## config.mk

```make
export PLATFORM = sky130hd
export DESIGN_NAME = irq_route_top
export DESIGN_NICKNAME = d
export VERILOG_FILES = /design/src/rtl/irq_route_pkg.sv /design/src/rtl/irq_rst_sync.sv /design/src/rtl/irq_raw_vec.sv /design/src/rtl/irq_reg_decode.sv /design/src/rtl/irq_cpu_slice.sv /design/src/rtl/irq_route_top.sv
export SDC_FILE = /design/constraint.sdc
export NUM_CORES = 1
export LEC_CHECK = 0
export ABC_AREA = 1
export BUFFER_PORTS_ARGS = -buffer_cell sky130_fd_sc_hd__buf_2
export CELL_PAD_IN_SITES_DETAIL_PLACEMENT = 0
export CELL_PAD_IN_SITES_GLOBAL_PLACEMENT = 2
export CORE_MARGIN = 4
export CORE_UTILIZATION = 32
export DETAILED_ROUTE_END_ITERATION = 10
export HOLD_SLACK_MARGIN = 0.12
export PLACE_DENSITY_LB_ADDON = 0.1
export SLEW_MARGIN = 20
export SYNTH_ARGS = -nofsm -noshare
export SYNTH_HDL_FRONTEND = slang
export SYNTH_SLANG_ARGS = --single-unit
```

## constraint.sdc

```tcl
create_clock -name clk -period 34.7 [get_ports clk]
set_input_delay 3.47 -clock clk [delete_from_list [all_inputs] [get_ports clk]]
set_output_delay 3.47 -clock clk [all_outputs]
set_load 0.02 [all_outputs]
```

## src/rtl/irq_route_pkg.sv

```systemverilog
package irq_route_pkg;
  localparam int OFS_BITS  = 6;
  localparam int ACC_BYTES = 8;

  typedef enum logic [1:0] {
    RK_MASK = 2'd0,
    RK_PEND = 2'd1,
    RK_RAW  = 2'd2,
    RK_NONE = 2'd3
  } reg_kind_e;
endpackage

```

## src/rtl/irq_rst_sync.sv

```systemverilog
module irq_rst_sync (
  input  logic clk,
  input  logic rst_n,
  output logic rst_n_sync
);
  logic [1:0] sync_q;

  always_ff @(posedge clk or negedge rst_n) begin
    if (!rst_n) sync_q <= 2'b00;
    else        sync_q <= {sync_q[0], 1'b1};
  end

  assign rst_n_sync = sync_q[1];
endmodule

```

## src/rtl/irq_raw_vec.sv

```systemverilog
module irq_raw_vec #(
  parameter int NUM_SRC = 64
) (
  input  logic               clk,
  input  logic               rst_n,
  input  logic [NUM_SRC-1:0] set_i,
  input  logic [NUM_SRC-1:0] clr_i,
  output logic [NUM_SRC-1:0] raw_nxt_o,
  output logic [NUM_SRC-1:0] raw_o
);
  logic [NUM_SRC-1:0] raw_q, raw_d;

  always_comb begin
    raw_d = (raw_q & ~clr_i) | set_i;
  end

  always_ff @(posedge clk or negedge rst_n) begin
    if (!rst_n) raw_q <= '0;
    else        raw_q <= raw_d;
  end

  assign raw_nxt_o = raw_d;
  assign raw_o     = raw_q;


  raw_set_chk: assert property (@(posedge clk) disable iff (!rst_n)
    (|set_i) |=> ((raw_q & $past(set_i)) == $past(set_i)));

  raw_clr_chk: assert property (@(posedge clk) disable iff (!rst_n)
    (|(clr_i & ~set_i)) |=> ((raw_q & $past(clr_i & ~set_i)) == '0));
endmodule

```

## src/rtl/irq_reg_decode.sv

```systemverilog
module irq_reg_decode
  import irq_route_pkg::*;
#(
  parameter int NUM_CPU = 4,
  parameter int AW      = 12,
  localparam int IDXW   = AW - OFS_BITS,
  localparam int CPUW   = (NUM_CPU > 1) ? $clog2(NUM_CPU) : 1
) (
  input  logic               req_i,
  input  logic               we_i,
  input  logic [IDXW-1:0]    idx_i,
  input  logic [3:0]         acc_bytes_i,
  output reg_kind_e          kind_o,
  output logic [CPUW-1:0]    sel_o,
  output logic [NUM_CPU-1:0] mask_we_o,
  output logic               rd_go_o,
  output logic               err_o
);
  localparam logic [IDXW-1:0] PEND_BASE = IDXW'(NUM_CPU);
  localparam logic [IDXW-1:0] RAW_IDX   = IDXW'(2 * NUM_CPU);

  logic            size_ok;
  logic [IDXW-1:0] rel;

  always_comb begin
    size_ok = (acc_bytes_i == 4'(ACC_BYTES));
    rel     = idx_i;
    if (idx_i < PEND_BASE) begin
      kind_o = RK_MASK;
    end else if (idx_i < RAW_IDX) begin
      kind_o = RK_PEND;
      rel    = idx_i - PEND_BASE;
    end else if (idx_i == RAW_IDX) begin
      kind_o = RK_RAW;
    end else begin
      kind_o = RK_NONE;
    end
    sel_o   = rel[CPUW-1:0];
    err_o   = req_i & (!size_ok || (kind_o == RK_NONE) ||
                       (we_i && (kind_o != RK_MASK)));
    rd_go_o = req_i & !we_i & !err_o;
  end

  for (genvar c = 0; c < NUM_CPU; c++) begin : g_we
    assign mask_we_o[c] = req_i & we_i & !err_o & (kind_o == RK_MASK) &
                          (sel_o == CPUW'(c));
  end


  mask_we_onehot_chk: assert final ($onehot0(mask_we_o));
endmodule

```

## src/rtl/irq_cpu_slice.sv

```systemverilog
module irq_cpu_slice #(
  parameter int NUM_SRC = 64
) (
  input  logic               clk,
  input  logic               rst_n,
  input  logic               wr_en_i,
  input  logic [NUM_SRC-1:0] wdata_i,
  input  logic [NUM_SRC-1:0] raw_nxt_i,
  output logic [NUM_SRC-1:0] mask_o,
  output logic [NUM_SRC-1:0] pend_o,
  output logic               irq_o
);
  logic [NUM_SRC-1:0] mask_q, mask_d, pend_q, pend_d;
  logic               irq_q, irq_d;

  always_comb begin
    mask_d = wr_en_i ? wdata_i : mask_q;
    pend_d = mask_d & raw_nxt_i;
    irq_d  = |pend_q;
  end

  always_ff @(posedge clk or negedge rst_n) begin
    if (!rst_n) begin
      mask_q <= '0;
      pend_q <= '0;
      irq_q  <= 1'b0;
    end else begin
      if (wr_en_i) mask_q <= mask_d;
      pend_q <= pend_d;
      irq_q  <= irq_d;
    end
  end

  assign mask_o = mask_q;
  assign pend_o = pend_q;
  assign irq_o  = irq_q;


  mask_hold_chk: assert property (@(posedge clk) disable iff (!rst_n)
    !wr_en_i |=> $stable(mask_q));

  mask_drop_chk: assert property (@(posedge clk) disable iff (!rst_n)
    wr_en_i |=> ((pend_q & ~$past(wdata_i)) == '0));

  pend_in_mask_chk: assert property (@(posedge clk) disable iff (!rst_n)
    ((pend_q & ~mask_q) == '0));
endmodule

```

## src/rtl/irq_route_top.sv

```systemverilog
module irq_route_top
  import irq_route_pkg::*;
#(
  parameter int NUM_CPU = 4,
  parameter int NUM_SRC = 64,
  parameter int DW      = 64,
  parameter int AW      = 12
) (
  input  logic               clk,
  input  logic               rst_n,
  input  logic [NUM_SRC-1:0] src_set_i,
  input  logic [NUM_SRC-1:0] src_clr_i,
  input  logic               req_i,
  input  logic               we_i,
  input  logic [AW-1:0]      addr_i,
  input  logic [3:0]         acc_bytes_i,
  input  logic [DW-1:0]      wdata_i,
  output logic               rd_valid_o,
  output logic [DW-1:0]      rd_data_o,
  output logic               err_o,
  output logic [NUM_CPU-1:0] irq_o
);
  localparam int IDXW = AW - OFS_BITS;
  localparam int CPUW = (NUM_CPU > 1) ? $clog2(NUM_CPU) : 1;

  logic                rst_ns;
  logic [NUM_SRC-1:0]  raw_nxt, raw_q;
  logic [NUM_SRC-1:0]  mask_a [NUM_CPU];
  logic [NUM_SRC-1:0]  pend_a [NUM_CPU];
  reg_kind_e           kind;
  logic [CPUW-1:0]     sel;
  logic [NUM_CPU-1:0]  mask_we;
  logic                rd_go, dec_err;
  logic [DW-1:0]       rdata_d, rdata_q;
  logic                rvalid_q, err_q;

  irq_rst_sync u_rst (.clk(clk), .rst_n(rst_n), .rst_n_sync(rst_ns));

  irq_raw_vec #(.NUM_SRC(NUM_SRC)) u_raw (
    .clk(clk), .rst_n(rst_ns), .set_i(src_set_i), .clr_i(src_clr_i),
    .raw_nxt_o(raw_nxt), .raw_o(raw_q)
  );

  irq_reg_decode #(.NUM_CPU(NUM_CPU), .AW(AW)) u_dec (
    .req_i(req_i), .we_i(we_i), .idx_i(addr_i[AW-1:OFS_BITS]),
    .acc_bytes_i(acc_bytes_i), .kind_o(kind), .sel_o(sel),
    .mask_we_o(mask_we), .rd_go_o(rd_go), .err_o(dec_err)
  );

  for (genvar c = 0; c < NUM_CPU; c++) begin : g_cpu
    irq_cpu_slice #(.NUM_SRC(NUM_SRC)) u_slice (
      .clk(clk), .rst_n(rst_ns), .wr_en_i(mask_we[c]),
      .wdata_i(wdata_i[NUM_SRC-1:0]), .raw_nxt_i(raw_nxt),
      .mask_o(mask_a[c]), .pend_o(pend_a[c]), .irq_o(irq_o[c])
    );


    pend_and_chk: assert property (@(posedge clk) disable iff (!rst_ns)
      (pend_a[c] == (mask_a[c] & raw_q)));

    irq_rise_chk: assert property (@(posedge clk) disable iff (!rst_ns)
      (|pend_a[c]) |=> irq_o[c]);
  end

  always_comb begin
    rdata_d = '0;
    unique case (kind)
      RK_MASK: rdata_d = DW'(mask_a[sel]);
      RK_PEND: rdata_d = DW'(pend_a[sel]);
      RK_RAW:  rdata_d = DW'(raw_q);
      default: rdata_d = '0;
    endcase
    if (!rd_go) rdata_d = '0;
  end

  always_ff @(posedge clk or negedge rst_ns) begin
    if (!rst_ns) begin
      rvalid_q <= 1'b0;
      rdata_q  <= '0;
      err_q    <= 1'b0;
    end else begin
      rvalid_q <= rd_go;
      rdata_q  <= rdata_d;
      err_q    <= dec_err;
    end
  end

  assign rd_valid_o = rvalid_q;
  assign rd_data_o  = rdata_q;
  assign err_o      = err_q;


  bad_size_chk: assert property (@(posedge clk) disable iff (!rst_ns)
    (req_i && acc_bytes_i != 4'(ACC_BYTES)) |=> (err_o && !rd_valid_o));

  rd_err_excl_chk: assert property (@(posedge clk) disable iff (!rst_ns)
    !(rd_valid_o && err_o));
endmodule

```

==> out/metrics.cfg, run 1 <==
[drt]
vias_per_cell = 4.752
wl_um = 108600
drc = 0
vias = 24970
first_pass_iters = 5
wire_per_inst_um = 20.67
ant_nets = 0
drt-initial-drc-count = 1602

[worst_hold_path]
min_from = u_rst.sync_q[0]$_DFF_PN0_
hp-class = reg2reg

[clock_tree]
cts_tree = yes
postCtsSetupRepairBufs = 0
clk_latency_ps = 630
cts_resized = 0
clockRootBuffer = clkbuf_16
clock_sinks = 648
clockBufferDepth = 3
ctsHtreeMaxLevel = 3
clk_pin_slew_ps = 60
cts_hold_buf = 0
cts-buffers-inserted = 78

[setup_path]
cp.arrival_ps = 7600
max_stage_delay_ps = 740
path_max_fanout = 95
path_delay_family = simple AND/OR/NAND/NOR gates
crit_path_end_kind = register
required_ps = 35240
rr_startpoint = u_rst.sync_q[1]$_DFF_PN0_
slowest_stage = buf_6
crit_type = in2reg
startpoint = addr_i[11]
path_buf_inv = 4
reg2reg_slack_ps = 32110
path_cells = buf_2 -> nor2_4 -> buf_4 -> nand3_2 -> nor2_8 -> buf_6 -> nand4_4 -> buf_4 -> nand2_1 -> nand2_1 -> nor2_1
cp-start-kind = input pin

[yosys]
synth_nets = 3975
synth.distinct_cells = 27
synth_top_cell_by_area = dfrtp_1
yosys_register_bits = 648
synth.area.top_cells = dfrtp_1, nand2_1, inv_1
synth.top_cell.area_share_pct = 54.22
ys_warn_count = 0
syn_avg_cell_area_um2 = 7.948
netlist_area_um2 = 29910
syn_inst = 3763
ys_seq_area_share_pct = 54.22

[global_route]
overflow = 0
use_met1_pct = 31.72
grt_max_degree = 179
grtUsageMet2_pct = 35.73
grt_most_used_layer = met2
grt_pass1_vias = 25870
antenna_found_initial = 0
track_usage_pct = 22.08
use_met3_pct = 3.118
grt_pass1_wl_um = 165300

[floorplan]
core_um2 = 92220
boundaryPins = 282
die_h_um = 313.7
initial_core_util_pct = 32.43
dieArea_um2 = 98420
die_width_um = 313.7
row_count = 111

[timing]
final_max_slew_viol_count = 0
finalCritPeriodShare_pct = 20.34
holdWs_ps = 354.4
layout_setup_ws_ps = 27640
fin_tns_setup_ps = 0
grt_setup_unrepaired = no
fmax_mhz = 141.7
setup_viol = 0
min_period_ps = 7058
fin_skew_ps = 21.10
worst_pin_slew_ps = 1072
hold_violations = 0
relSlewSlack_pct = 28.54

[placed_design]
place_ws_ps = 26650
routabilityCongestion = 0.7742
port_buffers = 275
place_area_um2 = 32170
dpl.hpwl_um = 66050
dp_cells = 5111

[cells_and_area]
layout_common_cells = nand2_1, inv_1, dfrtp_1
utilization_pct = 37.76
nets = 4160
final_common_cell = nand2_1
area_growth_pct = 16.42
final_area_um2 = 34820
final_cells = 5254
num-fill-cells = 9945
register_area_um2 = 16220
layout-drive-gt1-share_pct = 11.67
multi_input_area_um2 = 9563

[power]
vdd_drop_max_mv = 0.03418
power_mw = 1.773
leakage_nw = 18.34
power_density_nw_per_um2 = 50.93

[status]
outcome = finished clean

[flow_run]
maxCapViolations = 0

-- area by class of cell --
class                   count  share of cell area, %
clock inverters            23                 0.9056
inverters                 839                  9.077
well taps                1243                  4.467
diodes                      1               0.007187
multi-input cells        2071                  27.47
repair buffers            310                  4.837
flip-flops and latches    648                  46.58
clock buffers             119                  6.659
-- cell usage after synthesis (all sizes together) --
library cell	number
dfrtp	648
nand2	1040
o22ai	71
nand4	420
o21ai	41
clkbuf	69
nand3	84
a21oi	65
nor4	47
inv	839
nor2	285
and3	1
nor3	4
buf	136
conb	1
a22oi	12
-- where the power goes --
part	switching [mW]	internal (mW)
Clock	0.334	0.513
Sequential	0.0168	0.782
Combinational	0.0939	0.0343
Total	0.444	1.33
-- worst paths after layout --
kind,endpoint,depth (start not counted)
max,g_cpu[3].u_slice.pend_o[35]$_DFF_PN0_,11
min,u_rst.sync_q[1]$_DFF_PN0_,0
max reg2reg,u_raw.raw_o[42]$_DFF_PN0_,2
min reg2reg,u_rst.sync_q[1]$_DFF_PN0_,0
max in group asynchronous,u_rst.sync_q[1]$_DFF_PN0_,1
min in group asynchronous,u_raw.raw_o[6]$_DFF_PN0_,0
-- routing by layer --
metal | part of all wire [%] | wire length, µm
met1 | 48 | 52490
met2 | 46 | 49530
met3 | 4.4 | 4725
met4 | 1.7 | 1866
met5 | 0 | 0
-- state kept, by name, indices dropped and copies added (netlist names) --
register	count
u_rst.sync_q	2
g_cpu.u_slice.pend_o	256
rd_valid_o	1
g_cpu.u_slice.irq_o	4
err_o	1
rd_data_o	64
g_cpu.u_slice.mask_o	256
u_raw.raw_o	64
-- kinds of logic (layout without fill, tap and decap cells) --
logic type | Yosys count | count (layout) | share of synthesized area (%)
flops | 648 | 648 | 54.22
other cells | 1 | 2 | 0.01254
buf+inv | 1044 | 1291 | 13.96
compound gates | 189 | 189 | 3.573
simple gates | 1881 | 1881 | 28.24
Power figures use the tool's default switching activity.
==> run 2: changes to the inputs <==
==> constraint.sdc (replaced) <==
create_clock -name clk -period 6.8 [get_ports clk]
set_input_delay 0.68 -clock clk [delete_from_list [all_inputs] [get_ports clk]]
set_output_delay 0.68 -clock clk [all_outputs]
set_load 0.02 [all_outputs]
==> run 2 against run 1 <==
Register-to-register slack lost 27000 ps. First-iteration DRC count grew 17%. Die area is the same. Clock power grew to 5.0 times the previous value. Via count grew 0.94%. Clock skew grew 3.2 ps. Critical endpoint is now g_cpu[2].u_slice.pend_o[39]$_DFF_PN0_. Largest cell class unchanged.
==> out/metrics.cfg, run 2 (synthesis results as in run 1) <==
[status]
outcome = finished clean

[clock_tree]
ctsHtreeMaxLevel = 3  ; unchanged
clockBufferDepth = 3  ; unchanged
cts_hold_buf = 1  ; +1
clk_pin_slew_ps = 60  ; about the same
clk_latency_ps = 620  ; about the same
postCtsSetupRepairBufs = 0  ; unchanged
clockRootBuffer = clkbuf_16
clock_sinks = 648  ; unchanged
cts_resized = 0  ; unchanged
cts_tree = yes
cts-buffers-inserted = 78  ; unchanged

[timing]
fmax_mhz = 273.5
final_max_slew_viol_count = 0  ; unchanged
fin_skew_ps = 24.27  ; +3.164 ps
finalCritPeriodShare_pct = 53.77
setup_viol = 0  ; unchanged
fin_tns_setup_ps = 0  ; unchanged
worst_pin_slew_ps = 1062  ; -10.26 ps
relSlewSlack_pct = 29.22  ; +0.68 points
hold_violations = 0  ; unchanged
min_period_ps = 3657
grt_setup_unrepaired = no

[drt]
ant_nets = 0  ; unchanged
vias_per_cell = 4.797  ; +0.94%
drt-initial-drc-count = 1872  ; +17%
wl_um = 108600  ; about the same
first_pass_iters = 5  ; unchanged
vias = 25200  ; +0.94%
drc = 0  ; unchanged
wire_per_inst_um = 20.67  ; about the same

[floorplan]
core_um2 = 92220  ; unchanged
row_count = 111  ; unchanged
die_width_um = 313.7  ; unchanged
initial_core_util_pct = 32.43  ; unchanged
dieArea_um2 = 98420  ; unchanged
die_h_um = 313.7  ; unchanged
boundaryPins = 282  ; unchanged

[cells_and_area]
register_area_um2 = 16220  ; unchanged
final_common_cell = nand2_1
num-fill-cells = 9883  ; -0.62%
nets = 4164  ; +0.096%
diodes = 0  ; -1
layout_common_cells = nand2_1, inv_1, dfrtp_1
multi_input_area_um2 = 9568  ; about the same
utilization_pct = 37.75  ; about the same
layout-drive-gt1-share_pct = 11.67  ; about the same
area_growth_pct = 16.39  ; about the same

[worst_hold_path]
hp-class = in2reg
min_from = src_set_i[5]

[power]
swShare_pct = 25.39  ; +0.34 points
p_switching_mw = 2.266  ; +410%
internal-power_mw = 6.657  ; +400%
power_frac_clock_pct = 46.9  ; -0.8 points
seq_power_share_pct = 45.7  ; +0.7 points
pwr-share-comb_pct = 7.4  ; +0.2 points
leakage_nw = 18.35  ; about the same
power_density_nw_per_um2 = 256.3  ; +400%
vdd_drop_max_mv = 0.1707  ; +400%

[setup_path]
cp.arrival_ps = 4140  ; -3460 ps
reg2reg_slack_ps = 4620  ; -27490 ps
crit_path_end_kind = register
cp-start-kind = input pin
startpoint = addr_i[11]
path_max_fanout = 171  ; +80%
required_ps = 7280  ; -27960 ps
rr_startpoint = g_cpu[3].u_slice.pend_o[22]$_DFF_PN0_
crit_type = in2reg

[global_route]
track_usage_pct = 21.99  ; -0.091 points
overflow = 0  ; unchanged
grt_max_degree = 172  ; -3.9%
antenna_found_initial = 3  ; +3
grt_pass1_vias = 25800  ; -0.26%
grt_pass1_wl_um = 165400  ; about the same

[flow_run]
maxCapViolations = 0  ; unchanged

[placed_design]
port_buffers = 275  ; unchanged
dpl.hpwl_um = 65410  ; -0.97%
routabilityCongestion = 0.7674  ; -0.88%

-- run 2: worst max-delay path: stages --
cell,delay (ps)
buf_2,120
nor2_4,90
buf_4,500
nand2_1,410
a21oi_4,360
buf_12,610
buf_4,910
nand4_1,170
nand2_1,150
nor2_1,50
-- run 2: area by class of cell --
| type | count | area share [%] |
|---|---|---|
| clock inverters | 15 | 0.4349 |
| repair buffers | 314 | 5.054 |
| clock buffers | 124 | 6.890 |
| well taps | 1243 | 4.468 |
| inverters | 839 | 9.076 |
| multi-input cells | 2071 | 27.49 |
| flip-flops and latches | 648 | 46.59 |
-- run 2: worst paths after layout --
path | end | cells past startpoint
setup / recovery | g_cpu[2].u_slice.pend_o[39]$_DFF_PN0_ | 10
hold / removal | u_raw.raw_o[5]$_DFF_PN0_ | 3
setup reg to reg | g_cpu[3].u_slice.irq_o$_DFF_PN0_ | 4
hold reg to reg | g_cpu[3].u_slice.mask_o[5]$_DFFE_PN0N_ | 0
max in group asynchronous | g_cpu[2].u_slice.pend_o[33]$_DFF_PN0_ | 2
min in group asynchronous | g_cpu[3].u_slice.mask_o[5]$_DFFE_PN0N_ | 0
-- run 2: per-stage QoR --
stage / instance area [µm²] / cells / hold WS, ps / setup WS (ps) / power (mW)
final: 34810 / 5254 / 307.0 / 3143 / 8.923
after global routing: 34810 / 5254 / 307.1 / 2873 / 9.306
after CTS: 34810 / 5254 / 278.8 / 3154 / 9.076
after detailed placement: 32250 / 5114 / 337.2 / 2488 / 4.815
after global placement: 32250 / 5114 / 333.4 / 2512 / 4.819
after floorplan: 29910 / 3763 / 331.2 / 527.7 / 4.497
-- run 2: power groups by stage --
stage | clock (mW) | combinational, mW | sequential [mW]
after detailed placement | 0 | 0.671 | 4.14
after floorplan | 0 | 0.334 | 4.16
after CTS | 4.33 | 0.673 | 4.08
final | 4.19 | 0.658 | 4.08
after global routing | 4.47 | 0.741 | 4.09
after global placement | 0 | 0.672 | 4.15
-- run 2: routing by layer --
layer  global-route usage, %  part of all wire (%)  wire length (µm)  up-vias
li1                        -                     -                 -    12120
met1                   32.26                    48             52460    12330
met2                   34.21                    44             48270      633
met3                   3.435                   5.4              5863      121
met4                   5.061                   1.9              2014        0
met5                       0                     0                 0        -
==> run 3: changes to the inputs <==
==> constraint.sdc (replaced) <==
create_clock -name clk -period 3.45 [get_ports clk]
set_input_delay 0.345 -clock clk [delete_from_list [all_inputs] [get_ports clk]]
set_output_delay 0.345 -clock clk [all_outputs]
set_load 0.02 [all_outputs]
==> run 3 against run 2 <==
Setup slack lost 2000 ps. Power grew 98%. First-iteration DRC count shrank 16%. Largest power group unchanged.
==> out/metrics.cfg, run 3 (synthesis results as in run 1) <==
[setup_path]
path_cells = dlygate4sd3_1 -> buf_2 -> nand2_1 -> nor2_8 -> nand4_4 -> buf_12 -> nand2_1 -> nand2_1 -> nor2_1
required_ps = 3990  ; -3290 ps
crit_path_end_kind = register
cp_common_cell = nand2_1
cp.arrival_ps = 2830  ; -1310 ps
cp-start-kind = input pin
path_max_fanout = 24  ; -86%
max_stage_delay_ps = 650  ; -260 ps
path_delay_family = simple AND/OR/NAND/NOR gates
slowest_stage = nand4_4
rr_startpoint = g_cpu[1].u_slice.pend_o[61]$_DFF_PN0_
path_buf_inv = 3  ; -1
crit_type = in2reg
startpoint = req_i

[clock_tree]
cts_tree = yes
clk_latency_ps = 620  ; about the same
clock_sinks = 648  ; unchanged
ctsHtreeMaxLevel = 3  ; unchanged
clk_pin_slew_ps = 60  ; about the same
clockBufferDepth = 3  ; unchanged
cts-buffers-inserted = 79  ; +1.3%
clockRootBuffer = clkbuf_16
postCtsSetupRepairBufs = 0  ; unchanged

[floorplan]
initial_core_util_pct = 32.43  ; unchanged
dieArea_um2 = 98420  ; unchanged
boundaryPins = 282  ; unchanged
row_count = 111  ; unchanged
die_width_um = 313.7  ; unchanged
core_um2 = 92220  ; unchanged
die_h_um = 313.7  ; unchanged

[drt]
wire_per_inst_um = 20.26  ; -2.0%
drt-initial-drc-count = 1579  ; -16%
drc = 0  ; unchanged
wl_um = 110200  ; +1.4%
first_pass_iters = 7  ; +2
vias = 25870  ; +2.7%
vias_per_cell = 4.760  ; -0.78%
ant_nets = 0  ; unchanged

[flow_run]
maxCapViolations = 0  ; unchanged

[power]
leakage_nw = 19.25  ; +4.9%
power_mw = 17.64  ; +98%
vdd_drop_max_mv = 0.3404  ; +99%
internal-power_mw = 13.16  ; +98%
p_switching_mw = 4.481  ; +98%
power_density_nw_per_um2 = 479.0  ; +87%
swShare_pct = 25.40  ; about the same
seq_power_share_pct = 45.6  ; about the same
power_frac_clock_pct = 46.0  ; -0.9 points
pwr-share-comb_pct = 8.5  ; +1.1 points

[placed_design]
dpl.hpwl_um = 66950  ; +2.4%
place_ws_ps = 629.3  ; -1858 ps
routabilityCongestion = 0.7814  ; +1.8%
port_buffers = 275  ; unchanged

[cells_and_area]
layout_common_cells = nand2_1, inv_1, dfrtp_1
area_growth_pct = 23.11
num-fill-cells = 9724  ; -1.6%
layout-drive-gt1-share_pct = 11.67  ; about the same
nets = 4352  ; +4.5%
final_common_cell = nand2_1

[status]
outcome = finished clean

[timing]
holdWs_ps = 139.3  ; -167.7 ps
layout_setup_ws_ps = 1161  ; -1982 ps
fin_tns_setup_ps = 0  ; unchanged
setup_viol = 0  ; unchanged
grt_setup_unrepaired = no
final_max_slew_viol_count = 0  ; unchanged
relSlewSlack_pct = 31.34  ; +2.1 points
hold_violations = 0  ; unchanged
worst_pin_slew_ps = 1030  ; -31.73 ps
fin_skew_ps = 22.01  ; -2.257 ps
min_period_ps = 2289
fmax_mhz = 436.9
finalCritPeriodShare_pct = 66.35

[global_route]
track_usage_pct = 22.30  ; +0.32 points
overflow = 0  ; unchanged
grt_max_degree = 177  ; +2.9%
antenna_found_initial = 4  ; +1
grt_pass1_vias = 26360  ; +2.2%
grt_pass1_wl_um = 167300  ; +1.1%

[worst_hold_path]
min_from = src_clr_i[63]
hp-class = in2reg

## run 3: cell types whose count changed in the layout (fill, tap and decap cells not counted)
cell and delta:
nand2_4 -1, buf_4 +1, clkbuf_1 -6, nand2_2 +1, diode_2 +1, buf_12 +20, bufinv_16 -1, dlygate4sd3_1 +166
clkinv_2 +2, clkbuf_8 -1
## run 3: what timing repair did
item,CTS,global route
resized for setup,0,0
endpoints found under the hold margin,445,0
hold buffers,167,0
setup endpoints to repair,0,0
## run 3: per-stage QoR
step | utilization [%] | std cells | area [µm²]
final | 39.93 | 5436 | 36820
after global routing | 39.93 | 5436 | 36820
after CTS | 39.93 | 5435 | 36820
after detailed placement | 35.41 | 5135 | 32650
after global placement | 35.41 | 5135 | 32650
after floorplan | - | 3763 | 29910
## run 3: final cells by class
| cell class | instances | area [µm²] | share of cell area (%) |
|---|---|---|---|
| tap | 1243 | 1555 | 4.224 |
| clock buffer | 117 | 2362 | 6.415 |
| multi-input combinational | 2071 | 9563 | 25.97 |
| inverter | 839 | 3159 | 8.580 |
| clock inverter | 16 | 131.4 | 0.3568 |
| antenna | 1 | 2.502 | 0.006796 |
| sequential | 648 | 16220 | 44.05 |
| timing repair buffer | 501 | 3829 | 10.40 |
## run 3: per-layer routing
layer / routed length [µm] / track usage, %
met4: 2135 / 4.789
met3: 5238 / 3.428
met1: 52130 / 31.73
met2: 50660 / 36.08
met5: 0 / 0
## run 3: final timing paths
check                                                         to  slack (ps)  depth (start not counted)
hold / removal                         u_raw.raw_o[63]$_DFF_PN0_         140                          4
setup / recovery           g_cpu[0].u_slice.pend_o[12]$_DFF_PN0_        1160                          9
max in group asynchronous                rd_data_o[46]$_DFF_PN0_        1920                          2
setup reg to reg                g_cpu[1].u_slice.irq_o$_DFF_PN0_        1310                          4
min in group asynchronous   g_cpu[3].u_slice.pend_o[6]$_DFF_PN0_         350                          0
hold reg to reg             g_cpu[3].u_slice.pend_o[6]$_DFF_PN0_         350                          0
## run 3: power by group through the flow
| stage | clock network [mW] | registers, mW | logic, mW |
|---|---|---|---|
| floorplan | 0 | 8.20 | 0.659 |
| global placement | 0 | 8.17 | 1.36 |
| detailed placement | 0 | 8.17 | 1.36 |
| CTS | 8.37 | 8.04 | 1.52 |
| global route | 8.67 | 8.06 | 1.67 |
| finish | 8.11 | 8.04 | 1.49 |
## run 3: worst reg2reg max path, delay by kind of cell, from the launching register on
family / cells / cell delay [ps]
AND/OR/NAND/NOR: 4 / 1610
flip-flops: 1 / 390
